$ cat src/rtl/edid_pkg.sv
package edid_pkg;

    localparam int EDID_LEN  = 128;
    localparam int HDR_LEN   = 8;
    localparam int DTD_BASE  = 'h36;
    localparam int DTD_LEN   = 18;

    localparam int ACT_W     = 12;
    localparam int PORCH_W   = 10;
    localparam int VPS_W     = 6;
    localparam int DEPTH_W   = 5;

    // staging slots: 0..17 hold the timing descriptor, the rest identity bytes
    localparam int S_MFR0  = DTD_LEN + 0;
    localparam int S_MFR1  = DTD_LEN + 1;
    localparam int S_PRODL = DTD_LEN + 2;
    localparam int S_PRODH = DTD_LEN + 3;
    localparam int S_VER   = DTD_LEN + 4;
    localparam int S_REV   = DTD_LEN + 5;
    localparam int S_VID   = DTD_LEN + 6;
    localparam int S_FEAT  = DTD_LEN + 7;
    localparam int S_EXT   = DTD_LEN + 8;
    localparam int N_CAP   = DTD_LEN + 9;

    typedef logic [N_CAP-1:0][7:0] cap_vec_t;

    typedef struct packed {
        logic [7:0]         l1;
        logic [7:0]         l2;
        logic [7:0]         l3;
        logic [15:0]        product;
        logic [7:0]         version;
        logic [7:0]         revision;
        logic [7:0]         ext_cnt;
        logic               digital;
        logic [3:0]         iface;
        logic [DEPTH_W-1:0] depth;
        logic [2:0]         pm;
        logic [1:0]         cfmt;
    } ident_t;

    typedef struct packed {
        logic               present;
        logic [15:0]        pclk;
        logic [ACT_W-1:0]   h_act;
        logic [ACT_W-1:0]   h_blk;
        logic [ACT_W-1:0]   v_act;
        logic [ACT_W-1:0]   v_blk;
        logic [PORCH_W-1:0] h_fp;
        logic [PORCH_W-1:0] h_sw;
        logic [VPS_W-1:0]   v_fp;
        logic [VPS_W-1:0]   v_sw;
        logic [ACT_W-1:0]   w_mm;
        logic [ACT_W-1:0]   h_mm;
        logic [7:0]         h_bord;
        logic [7:0]         v_bord;
        logic               intl;
        logic [1:0]         stereo;
        logic               dsync;
        logic               sep;
        logic               vpol;
        logic               hpol;
    } timing_t;

    function automatic int cap_offset(input int s);
        if (s < DTD_LEN) return DTD_BASE + s;
        case (s)
            S_MFR0:  return 'h08;
            S_MFR1:  return 'h09;
            S_PRODL: return 'h0A;
            S_PRODH: return 'h0B;
            S_VER:   return 'h12;
            S_REV:   return 'h13;
            S_VID:   return 'h14;
            S_FEAT:  return 'h18;
            default: return 'h7E;
        endcase
    endfunction

    function automatic logic [7:0] hdr_expect(input int pos);
        return (pos == 0 || pos == HDR_LEN - 1) ? 8'h00 : 8'hFF;
    endfunction

    function automatic logic [7:0] to_letter(input logic [4:0] code);
        return {3'b010, code};
    endfunction

    function automatic ident_t decode_ident(input cap_vec_t c);
        ident_t d;
        logic [2:0] n;
        d.l1       = to_letter(c[S_MFR0][6:2]);
        d.l2       = to_letter({c[S_MFR0][1:0], c[S_MFR1][7:5]});
        d.l3       = to_letter(c[S_MFR1][4:0]);
        d.product  = {c[S_PRODH], c[S_PRODL]};
        d.version  = c[S_VER];
        d.revision = c[S_REV];
        d.ext_cnt  = c[S_EXT];
        d.digital  = c[S_VID][7];
        n          = c[S_VID][6:4];
        d.iface    = d.digital ? c[S_VID][3:0] : 4'd0;
        d.depth    = (d.digital && n != 3'd0) ? DEPTH_W'({n, 1'b0}) + DEPTH_W'(4) : '0;
        d.pm       = c[S_FEAT][7:5];
        d.cfmt     = d.digital ? c[S_FEAT][4:3] : 2'd0;
        return d;
    endfunction

    function automatic timing_t decode_timing(input cap_vec_t c);
        timing_t t;
        logic [7:0] f;
        logic [7:0] lo2;
        t   = '0;
        f   = c[17];
        lo2 = c[11];
        if ({c[1], c[0]} != 16'd0 || c[2] != 8'd0) begin
            t.present = 1'b1;
            t.pclk    = {c[1], c[0]};
            t.h_act   = {c[4][7:4], c[2]};
            t.h_blk   = {c[4][3:0], c[3]};
            t.v_act   = {c[7][7:4], c[5]};
            t.v_blk   = {c[7][3:0], c[6]};
            t.h_fp    = {lo2[7:6], c[8]};
            t.h_sw    = {lo2[5:4], c[9]};
            t.v_fp    = {lo2[3:2], c[10][7:4]};
            t.v_sw    = {lo2[1:0], c[10][3:0]};
            t.w_mm    = {c[14][7:4], c[12]};
            t.h_mm    = {c[14][3:0], c[13]};
            t.h_bord  = c[15];
            t.v_bord  = c[16];
            t.intl    = f[7];
            t.stereo  = f[6:5];
            t.dsync   = f[4];
            t.sep     = f[4] & f[3];
            t.vpol    = f[4] & f[3] & f[2];
            t.hpol    = f[4] & f[3] & f[1];
        end
        return t;
    endfunction

endpackage

$ cat src/rtl/edid_integrity_chk.sv
module edid_integrity_chk
    import edid_pkg::*;
#(
    parameter int BLOCK_BYTES = EDID_LEN,
    parameter int HDR_BYTES   = HDR_LEN,
    localparam int IDX_W      = $clog2(BLOCK_BYTES)
) (
    input  logic             clk,
    input  logic             rst,
    input  logic             in_valid,
    input  logic [IDX_W-1:0] in_index,
    input  logic [7:0]       in_byte,
    output logic             last_o,
    output logic             sum_bad_o,
    output logic             hdr_bad_o
);

    logic [7:0] sum_q;
    logic [7:0] sum_next;
    logic       hdr_q;
    logic       is_first;
    logic       in_hdr;
    logic       mism;

    always_comb begin
        is_first = (in_index == '0);
        in_hdr   = (in_index < IDX_W'(HDR_BYTES));
        mism     = (in_byte != hdr_expect(int'(in_index)));
        sum_next = is_first ? in_byte : (sum_q + in_byte);
    end

    always_ff @(posedge clk) begin
        if (rst) begin
            sum_q <= '0;
            hdr_q <= 1'b0;
        end else if (in_valid) begin
            sum_q <= sum_next;
            hdr_q <= (is_first ? 1'b0 : hdr_q) | (in_hdr & mism);
        end
    end

    assign last_o    = in_valid && (in_index == IDX_W'(BLOCK_BYTES - 1));
    assign sum_bad_o = (sum_next != 8'd0);
    assign hdr_bad_o = hdr_q;

    // the running sum restarts from the first byte of a block
    assert_sum_restart_R3: assert property (@(posedge clk) disable iff (rst)
        (in_valid && in_index == '0) |=> (sum_q == $past(in_byte)));

    // a non-zero leading byte marks the preamble as bad
    assert_hdr_lead_R4: assert property (@(posedge clk) disable iff (rst)
        (in_valid && in_index == '0 && in_byte != 8'h00) |=> hdr_q);

    // idle cycles leave the sum untouched
    assert_idle_keep_R14: assert property (@(posedge clk) disable iff (rst)
        !in_valid |=> $stable(sum_q));

endmodule

$ cat src/rtl/edid_byte_capture.sv
module edid_byte_capture
    import edid_pkg::*;
#(
    parameter int BLOCK_BYTES = EDID_LEN,
    localparam int IDX_W      = $clog2(BLOCK_BYTES)
) (
    input  logic             clk,
    input  logic             rst,
    input  logic             in_valid,
    input  logic [IDX_W-1:0] in_index,
    input  logic [7:0]       in_byte,
    output cap_vec_t         cap_o
);

    logic [7:0] slot_q [N_CAP];

    for (genvar s = 0; s < N_CAP; s++) begin : g_slot
        localparam int OFS = cap_offset(s);
        always_ff @(posedge clk) begin
            if (rst)
                slot_q[s] <= '0;
            else if (in_valid && in_index == IDX_W'(OFS))
                slot_q[s] <= in_byte;
        end
        assign cap_o[s] = slot_q[s];
    end

    // the version byte is staged from its own position
    assert_stage_ver_R6: assert property (@(posedge clk) disable iff (rst)
        (in_valid && in_index == IDX_W'(cap_offset(S_VER))) |=> (slot_q[S_VER] == $past(in_byte)));

endmodule

$ cat src/rtl/edid_field_decode.sv
module edid_field_decode
    import edid_pkg::*;
(
    input  cap_vec_t cap_i,
    output ident_t   ident_o,
    output timing_t  timing_o
);

    always_comb begin
        ident_o  = decode_ident(cap_i);
        timing_o = decode_timing(cap_i);
    end

endmodule

$ cat src/rtl/edid_block_parser.sv
module edid_block_parser
    import edid_pkg::*;
#(
    parameter int BLOCK_BYTES = EDID_LEN,
    localparam int IDX_W      = $clog2(BLOCK_BYTES)
) (
    input  logic               clk,
    input  logic               rst,
    input  logic               in_valid,
    input  logic [IDX_W-1:0]   in_index,
    input  logic [7:0]         in_byte,
    output logic               res_done,
    output logic               res_ok,
    output logic               res_err_sum,
    output logic               res_err_hdr,
    output logic [7:0]         mfr_char1,
    output logic [7:0]         mfr_char2,
    output logic [7:0]         mfr_char3,
    output logic [15:0]        product_id,
    output logic [7:0]         edid_version,
    output logic [7:0]         edid_revision,
    output logic [7:0]         ext_blocks,
    output logic               is_digital,
    output logic [3:0]         video_iface,
    output logic [DEPTH_W-1:0] color_bits,
    output logic [2:0]         power_mgmt,
    output logic [1:0]         color_format,
    output logic               dtd_present,
    output logic [15:0]        dtd_pclk_10k,
    output logic [ACT_W-1:0]   dtd_h_active,
    output logic [ACT_W-1:0]   dtd_h_blank,
    output logic [ACT_W-1:0]   dtd_v_active,
    output logic [ACT_W-1:0]   dtd_v_blank,
    output logic [PORCH_W-1:0] dtd_h_porch,
    output logic [PORCH_W-1:0] dtd_h_sync,
    output logic [VPS_W-1:0]   dtd_v_porch,
    output logic [VPS_W-1:0]   dtd_v_sync,
    output logic [ACT_W-1:0]   dtd_width_mm,
    output logic [ACT_W-1:0]   dtd_height_mm,
    output logic [7:0]         dtd_h_border,
    output logic [7:0]         dtd_v_border,
    output logic               dtd_interlaced,
    output logic [1:0]         dtd_stereo,
    output logic               dtd_digital_sync,
    output logic               dtd_separate_sync,
    output logic               dtd_vsync_pos,
    output logic               dtd_hsync_pos
);

    logic     last_w, sum_bad_w, hdr_bad_w;
    cap_vec_t cap_w;
    ident_t   ident_d, ident_q;
    timing_t  timing_d, timing_q;
    logic     done_q, ok_q, sum_err_q, hdr_err_q;

    edid_integrity_chk #(.BLOCK_BYTES(BLOCK_BYTES), .HDR_BYTES(HDR_LEN)) u_chk (
        .clk(clk), .rst(rst), .in_valid(in_valid), .in_index(in_index), .in_byte(in_byte),
        .last_o(last_w), .sum_bad_o(sum_bad_w), .hdr_bad_o(hdr_bad_w)
    );

    edid_byte_capture #(.BLOCK_BYTES(BLOCK_BYTES)) u_cap (
        .clk(clk), .rst(rst), .in_valid(in_valid), .in_index(in_index), .in_byte(in_byte),
        .cap_o(cap_w)
    );

    edid_field_decode u_dec (
        .cap_i(cap_w), .ident_o(ident_d), .timing_o(timing_d)
    );

    always_ff @(posedge clk) begin
        if (rst) begin
            done_q    <= 1'b0;
            ok_q      <= 1'b0;
            sum_err_q <= 1'b0;
            hdr_err_q <= 1'b0;
            ident_q   <= '0;
            timing_q  <= '0;
        end else begin
            done_q <= last_w;
            if (last_w) begin
                sum_err_q <= sum_bad_w;
                hdr_err_q <= hdr_bad_w;
                ok_q      <= !(sum_bad_w || hdr_bad_w);
                if (!(sum_bad_w || hdr_bad_w)) begin
                    ident_q  <= ident_d;
                    timing_q <= timing_d;
                end
            end
        end
    end

    assign res_done          = done_q;
    assign res_ok            = ok_q;
    assign res_err_sum       = sum_err_q;
    assign res_err_hdr       = hdr_err_q;
    assign mfr_char1         = ident_q.l1;
    assign mfr_char2         = ident_q.l2;
    assign mfr_char3         = ident_q.l3;
    assign product_id        = ident_q.product;
    assign edid_version      = ident_q.version;
    assign edid_revision     = ident_q.revision;
    assign ext_blocks        = ident_q.ext_cnt;
    assign is_digital        = ident_q.digital;
    assign video_iface       = ident_q.iface;
    assign color_bits        = ident_q.depth;
    assign power_mgmt        = ident_q.pm;
    assign color_format      = ident_q.cfmt;
    assign dtd_present       = timing_q.present;
    assign dtd_pclk_10k      = timing_q.pclk;
    assign dtd_h_active      = timing_q.h_act;
    assign dtd_h_blank       = timing_q.h_blk;
    assign dtd_v_active      = timing_q.v_act;
    assign dtd_v_blank       = timing_q.v_blk;
    assign dtd_h_porch       = timing_q.h_fp;
    assign dtd_h_sync        = timing_q.h_sw;
    assign dtd_v_porch       = timing_q.v_fp;
    assign dtd_v_sync        = timing_q.v_sw;
    assign dtd_width_mm      = timing_q.w_mm;
    assign dtd_height_mm     = timing_q.h_mm;
    assign dtd_h_border      = timing_q.h_bord;
    assign dtd_v_border      = timing_q.v_bord;
    assign dtd_interlaced    = timing_q.intl;
    assign dtd_stereo        = timing_q.stereo;
    assign dtd_digital_sync  = timing_q.dsync;
    assign dtd_separate_sync = timing_q.sep;
    assign dtd_vsync_pos     = timing_q.vpol;
    assign dtd_hsync_pos     = timing_q.hpol;

    // a verdict only follows an accepted final byte
    assert_done_from_last_R2: assert property (@(posedge clk) disable iff (rst)
        done_q |-> $past(in_valid && in_index == IDX_W'(BLOCK_BYTES - 1)));

    // a rejected block leaves the field registers as they were
    assert_hold_on_reject_R13: assert property (@(posedge clk) disable iff (rst)
        (done_q && !ok_q) |-> ($stable(ident_q) && $stable(timing_q)));

    // colour depth is zero or an even value from 6 to 18
    assert_depth_form_R7: assert property (@(posedge clk) disable iff (rst)
        (ident_q.depth == '0) || (!ident_q.depth[0] && ident_q.depth >= DEPTH_W'(6) && ident_q.depth <= DEPTH_W'(18)));

    // letters are zero after reset or lie in the 0x40..0x5F range
    assert_letter_range_R5: assert property (@(posedge clk) disable iff (rst)
        (ident_q.l1 == 8'd0 || ident_q.l1[7:5] == 3'b010) && (ident_q.l3 == 8'd0 || ident_q.l3[7:5] == 3'b010));

    // an absent descriptor reports a zero pixel clock and zero active size
    assert_absent_zero_R8: assert property (@(posedge clk) disable iff (rst)
        !timing_q.present |-> (timing_q.pclk == 16'd0 && timing_q.h_act == '0 && timing_q.v_act == '0));

endmodule

$ cat config.mk
export PLATFORM = sky130hd
export DESIGN_NAME = edid_block_parser
export DESIGN_NICKNAME = d
export VERILOG_FILES = /design/src/rtl/edid_pkg.sv /design/src/rtl/edid_integrity_chk.sv /design/src/rtl/edid_byte_capture.sv /design/src/rtl/edid_field_decode.sv /design/src/rtl/edid_block_parser.sv
export SDC_FILE = /design/constraint.sdc
export NUM_CORES = 1
export LEC_CHECK = 0
export CAP_MARGIN = 20
export CORE_ASPECT_RATIO = 1.4
export CORE_UTILIZATION = 38
export CTS_BUF_LIST = sky130_fd_sc_hd__clkbuf_8
export DETAILED_ROUTE_END_ITERATION = 8
export HOLD_SLACK_MARGIN = 0.12
export PLACE_DENSITY_LB_ADDON = 0.1
export RECOVER_POWER = 100
export SLEW_MARGIN = 20
export SYNTH_ARGS = -nofsm -noshare
export SYNTH_HDL_FRONTEND = slang
export SYNTH_SLANG_ARGS = --single-unit
$ cat constraint.sdc
create_clock -name clk -period 4.75 [get_ports clk]
set_input_delay 1.1875 -clock clk [delete_from_list [all_inputs] [get_ports clk]]
set_output_delay 1.1875 -clock clk [all_outputs]
set_load 0.01 [all_outputs]
* Word level (Yosys, flattened, before mapping)
Memories as Yosys holds them, arrays and structs flattened. A register that Yosys moved wholly into a read port is not among the register bits.
Cells that the tools add are included.
** Operators by class
- Mux-type cells :: 117
- Reduce and logical (&&, ||, !) cells :: 40
- Add/sub/neg operators :: 2
- Equal/unequal tests :: 30
- Order comparisons :: 1
- Bitwise operators :: 33
** Operator list (count)
- $mux W8 :: 29
- $mux W144 :: 1
- $mux W1 :: 84
- $eq A7 B6 Y1 const B :: 10
- $eq A7 B7 Y1 const B :: 10
- $eq A7 B4 Y1 const B :: 5
- $logic_and A1 B1 Y1 :: 29
- $eq A7 B5 Y1 const B :: 4
- $or A1 B1 Y1 :: 28
- $reduce_bool A16 Y1 :: 1
- $reduce_bool A8 Y1 :: 2
- $logic_not A7 Y1 :: 2
- $add A8 B8 Y8 :: 1
- $ne A8 B8 Y1 :: 1
- $lt A7 B4 Y1 const B :: 1
- $add A4 B3 Y5 const B :: 1
- $mux W5 :: 1
- $and A1 B1 Y1 :: 4
- $mux W4 :: 1
- $logic_or A1 B1 Y1 :: 3
- $reduce_bool A3 Y1 :: 1
- $mux W2 :: 1
- $reduce_and A2 Y1 :: 1
- $logic_not A1 Y1 :: 1
- $not A1 Y1 :: 1
** Word-level totals
- Memories :: 1
- Output and inout port bits :: 227
- Memory bits (writable) :: 216
- Input port bits :: 18
- Logic and storage cells :: 258
- Flip-flop bits (word level) :: 190
** Memories
- u_cap.slot_q :: words 27, width 8, read ports 27, clocked after memory_dff 7, wr ports 27, RTL line edid_byte_capture.sv:15 : logic [7:0] slot_q [N_CAP];

* Logic depth before layout (Yosys ltp)
- Word-level depth :: 6
- Mapped depth :: 13

* Cells and area by module
A second synthesis with hierarchy kept.
** Unflattened totals
- Cell total of the unflattened synthesis :: 1996
- Area, all modules :: 22302.6 sq um
** Modules (own cells, without submodules)
- edid_block_parser :: instances 1, cells an instance 979, area each 10057.1 sq um
- edid_byte_capture :: instances 1, cells an instance 634, area each 9152.5 sq um
- edid_field_decode :: instances 1, cells an instance 264, area each 2209.6 sq um
- edid_integrity_chk :: instances 1, cells an instance 119, area each 883.3 sq um

* Least setup slack after synthesis
Ideal clock, no wire load.
- Path type :: input port to flip-flop
- Start :: input port in_byte[1]
- End :: register timing_q, in the netlist dtd_present
- Data required time :: 4.627 ns
- Stages on the path :: 12
- Path slack :: 0.801 ns
- Library setup time :: 0.123 ns
- Arrival time :: 3.826 ns
- Cells stage by stage :: clkinv_1 clkbuf_1 fa_1 xnor2_1 a2111oi_0 o221ai_1 a211oi_2 o2111a_1 nand3_1 buf_2 buf_6 mux2_1
** Between the ends
- Cells in the longest elaborated chain, start to end :: 6
** RTL lines
- start, declared :: RTL line edid_block_parser.sv:11 : input logic [7:0] in_byte,
- $add A8 B8 Y8 :: RTL line edid_integrity_chk.sv:29 : sum_next = is_first ? in_byte : (sum_q + in_byte);
- $mux W8 * :: RTL line edid_integrity_chk.sv:29
- $reduce_bool A8 Y1 * :: RTL line edid_integrity_chk.sv:43 : assign sum_bad_o = (sum_next != 8'd0);
- $logic_or A1 B1 Y1 * :: RTL line edid_block_parser.sv:84 : if (!(sum_bad_w || hdr_bad_w)) begin
- $not A1 Y1 (no line) *
- $reduce_and A2 Y1 (no line) *
- end signal, assigned :: RTL line edid_block_parser.sv:86 : timing_q <= timing_d;
- end, declared :: RTL line edid_block_parser.sv:53 : timing_t timing_d, timing_q;
Every way passes the cells marked *; elsewhere a longest branch is shown, timed or not.
A chain may end at the register's enable or synchronous reset.

* Worst setup path after layout
- Start :: input port in_index[0]
- End :: register timing_q, in the netlist dtd_h_blank[8]
** Between the ends
- Cells in the longest elaborated chain, start to end :: 6
- Elaborated cells on any way between the ends :: 8
- Classes of those cells :: 1 x eq/ne; 1 x mux; 1 x bitwise; 5 x reduce/logical
** RTL lines
- start, declared :: RTL line edid_block_parser.sv:10 : input logic [IDX_W-1:0] in_index,
- $logic_not A7 Y1 :: RTL line edid_integrity_chk.sv:26 : is_first = (in_index == '0);
- $mux W8 :: RTL line edid_integrity_chk.sv:29
- $reduce_bool A8 Y1 :: RTL line edid_integrity_chk.sv:43
- $logic_or A1 B1 Y1 :: RTL line edid_block_parser.sv:84
- $not A1 Y1 (no line)
- $reduce_and A2 Y1 (no line) *
Marks and branches as above.

==> results.py <==
metrics = {
    "sta": {
        "max_freq_mhz": 242,
        "rsz0062_at_grt": "false",
        "slew_headroom": -0.0489,
        "setup_viol": 0,
        "fin_skew_ns": 0.0219,
        "worstMarginPinSlew_ns": 1.57,
        "slew_violations": 32,
        "hold_violations": 0,
        "tns_ns": 0,
        "period_share": 0.870,
        "min_period_ns": 4.13,
    },
    "critical_path": {
        "crit_fanout": 16,
        "cp.required_ns": 5.23,
        "worst-setup-path-type": "in -> reg",
        "path_buf_inv": 3,
        "arrival_ns": 4.61,
        "critPathMaxStageDelay_ns": 0.72,
        "worst_setup_path_end_kind": "register",
        "crit_chain": "dlygate4sd3_1 > nor4_1 > nand2_1 > buf_4 > a211oi_1 > o2111a_1 > nand3_4 > clkbuf_1 > mux2i_1",
        "crit_slowest_cell": "nor4_1",
        "crit_family": "buffers and inverters",
        "cp-start-kind": "input port",
    },
    "job": {
        "cap_violations": 2,
    },
    "synth": {
        "ys_seq_area_frac": 0.599,
        "syn_inst": 1666,
        "syn_area_per_cell_um2": 10.9,
        "ys_ff_latch": 438,
        "synth-main-ff-cell": "dfxtp_1",
        "synthArstFlopShare": 0,
        "synth_edf_count": 211,
        "syn_area_um2": 18200,
        "post_synth_num_cell_types": 55,
        "yosys_warnings": 0,
    },
    "layout": {
        "area_growth_syn_to_layout_pct": 23.4,
        "mostFrequentLayoutCells": "dfxtp_1 (227), dlygate4sd3_1 (225), edfxtp_1 (211), nand2_1 (145), nand2b_1 (122)",
        "final_common_cell": "dfxtp_1",
        "regArea_um2": 10900,
        "nets": 1899,
        "multi_input_area_um2": 6610,
        "layout-drive-gt1-share": 0.0793,
        "fillers": 4444,
    },
    "routing": {
        "drtIter0Drc": 651,
        "drc": 0,
        "vias": 13000,
        "drt-wirelength-per-cell_um": 20.1,
        "first_pass_iters": 5,
        "viasPerCell": 5.07,
        "wl_mm": 51.3,
        "antenna_left": 0,
    },
    "clocking": {
        "clock_path_buffers": 3,
        "ctsResizeCount": 0,
        "clock_sinks": 438,
        "cts_max_level": 3,
        "cts-hold-fix-buffers": 0,
        "cts_setup_buffers": 0,
        "clk_pin_slew_worst_paths_ns": 0.06,
        "cts_tree": "built",
        "cts-root-buf": "clkbuf_8",
        "insertion_delay_ns": 0.61,
        "cts_buffers": 71,
    },
    "grt": {
        "grt.overflow.total": 0,
        "grt_usage": 0.210,
        "grt_pass1_wl_mm": 78.4,
        "grt_max_degree": 86,
        "antenna_found_initial": 2,
        "grt_pass1_vias": 13300,
    },
    "floorplanning": {
        "dieWidth_um": 187,
        "core_area_um2": 47000,
        "rows": 94,
        "start_util": 0.386,
        "io_pins": 245,
        "dieArea_um2": 48700,
        "die_y_um": 261,
    },
    "placed_design": {
        "hpwlAfterDp_mm": 32.5,
        "portBuffers": 237,
        "gp_congestion": 0.849,
    },
    "pwr": {
        "p_leak_nw": 9.14,
        "p_total_mw": 7.77,
        "ir_worst_vdd_mv": 0.240,
        "powerDensity_nw_per_um2": 346,
    },
    "status": {
        "failed_checks": "capacitance limit, slew limit",
        "status": "finished with violations",
    },
    "min_path": {
        "hold_class": "reg -> reg",
    },
}
-- area by class of cell --
| class | instances | area share |
|---|---|---|
| sequential | 438 | 0.485 |
| tap | 624 | 0.0348 |
| clock inverter | 47 | 0.0112 |
| antenna | 2 | 0.000223 |
| timing repair buffer | 281 | 0.121 |
| clock buffer | 83 | 0.0509 |
| multi-input combinational | 1071 | 0.295 |
| inverter | 9 | 0.00151 |
-- registers in the layout (all words and copies together) (netlist names), 8 cells and up --
signal	count
dtd_pclk_10k	16
edid_version	8
edid_revision	8
u_chk.sum_q	8
dtd_h_sync	10
dtd_v_blank	12
ext_blocks	8
dtd_v_active	12
dtd_h_blank	12
dtd_v_border	8
dtd_h_border	8
dtd_height_mm	12
dtd_width_mm	12
dtd_h_porch	10
u_cap.slot_q	211
product_id	16
dtd_h_active	12
-- worst register-to-register path, delay by kind of cell (launching register included) --
family,cells,cell delay (ns)
AND/OR/NAND/NOR,1,0.37
adder cells (fa/ha/maj),2,0.62
multiplexers,1,0.17
AO/OA/AOI/OAI,4,1.25
XOR/XNOR,1,0.15
buffers and inverters,2,0.44
flip-flops,1,0.34
-- cell families after synthesis --
logic type	synth area share
and+or+nand+nor	0.206
DFF	0.599
AOI/OAI and AO/OA	0.0793
buffers and inverters	0.0400
muxes	0.0673
adders and majority gates	0.00661
xor gates and xnor gates	0.00145
other	0.000206
-- synthesized netlist by cell type (all sizes together) (2+ instances only) --
library cell | count | area, um2
o21a | 4 | 30.0
mux2i | 121 | 1210
clkbuf | 112 | 420
and2 | 186 | 1160
nor4 | 13 | 87.6
nand2b | 122 | 763
or2 | 6 | 37.5
nor2b | 5 | 31.3
a211oi | 7 | 57.6
buf | 42 | 273
o211ai | 3 | 27.5
or3 | 10 | 62.6
nand3 | 12 | 60.1
nand2 | 145 | 544
xnor2 | 2 | 17.5
nor2 | 43 | 164
or4 | 3 | 26.3
o21bai | 29 | 218
nand4 | 88 | 551
nor3b | 4 | 30.0
a311oi | 3 | 26.3
a21o | 2 | 15.0
dfxtp | 227 | 4540
and3 | 3 | 18.8
o2111a | 2 | 22.5
o22ai | 3 | 25.0
nand3b | 3 | 22.5
a21oi | 101 | 505
inv | 8 | 30.0
ha | 8 | 100
nor3 | 32 | 171
o21ai | 95 | 475
edfxtp | 211 | 6340
-- layer usage --
layer | wire, um | vias up | global-route usage | part of all wire
met3 | 2070 | 86 | 0.0364 | 0.040
met1 | 21200 | 6325 | 0.243 | 0.41
met5 | 0 | - | 0 | 0
met4 | 1560 | 0 | 0.0817 | 0.030
li1 | - | 6243 | - | -
met2 | 26400 | 311 | 0.385 | 0.52
-- power by group --
part	internal, mW	switching, mW	leakage (nW)
Clock	1.70	1.50	0.808
Sequential	4.05	0.0387	3.83
Combinational	0.123	0.354	4.50
-- final timing paths --
| check | end | slack [ns] | from | cells after the start |
|---|---|---|---|---|
| setup / recovery | dtd_h_blank[8] | 0.62 | in_index[0] | 9 |
| hold / removal | res_err_hdr | 0.46 | res_err_hdr | 2 |
| setup reg to reg | dtd_h_blank[8] | 1.29 | u_chk.sum_q[0] | 11 |
| hold reg to reg | res_err_hdr | 0.46 | res_err_hdr | 2 |
-- metrics by stage --
step	std cells	setup slack, ns	util	hold WS (ns)	area, um2
floorplan	1672	0.801	-	0.441	18200
detailed placement	2423	0.138	0.448	0.457	21100
CTS	2553	0.799	0.478	0.467	22500
global placement	2423	0.160	0.448	0.444	21100
global route	2555	0.314	0.477	0.490	22400
finish	2555	0.616	0.477	0.458	22400
(Power assumes the default switching activity.)
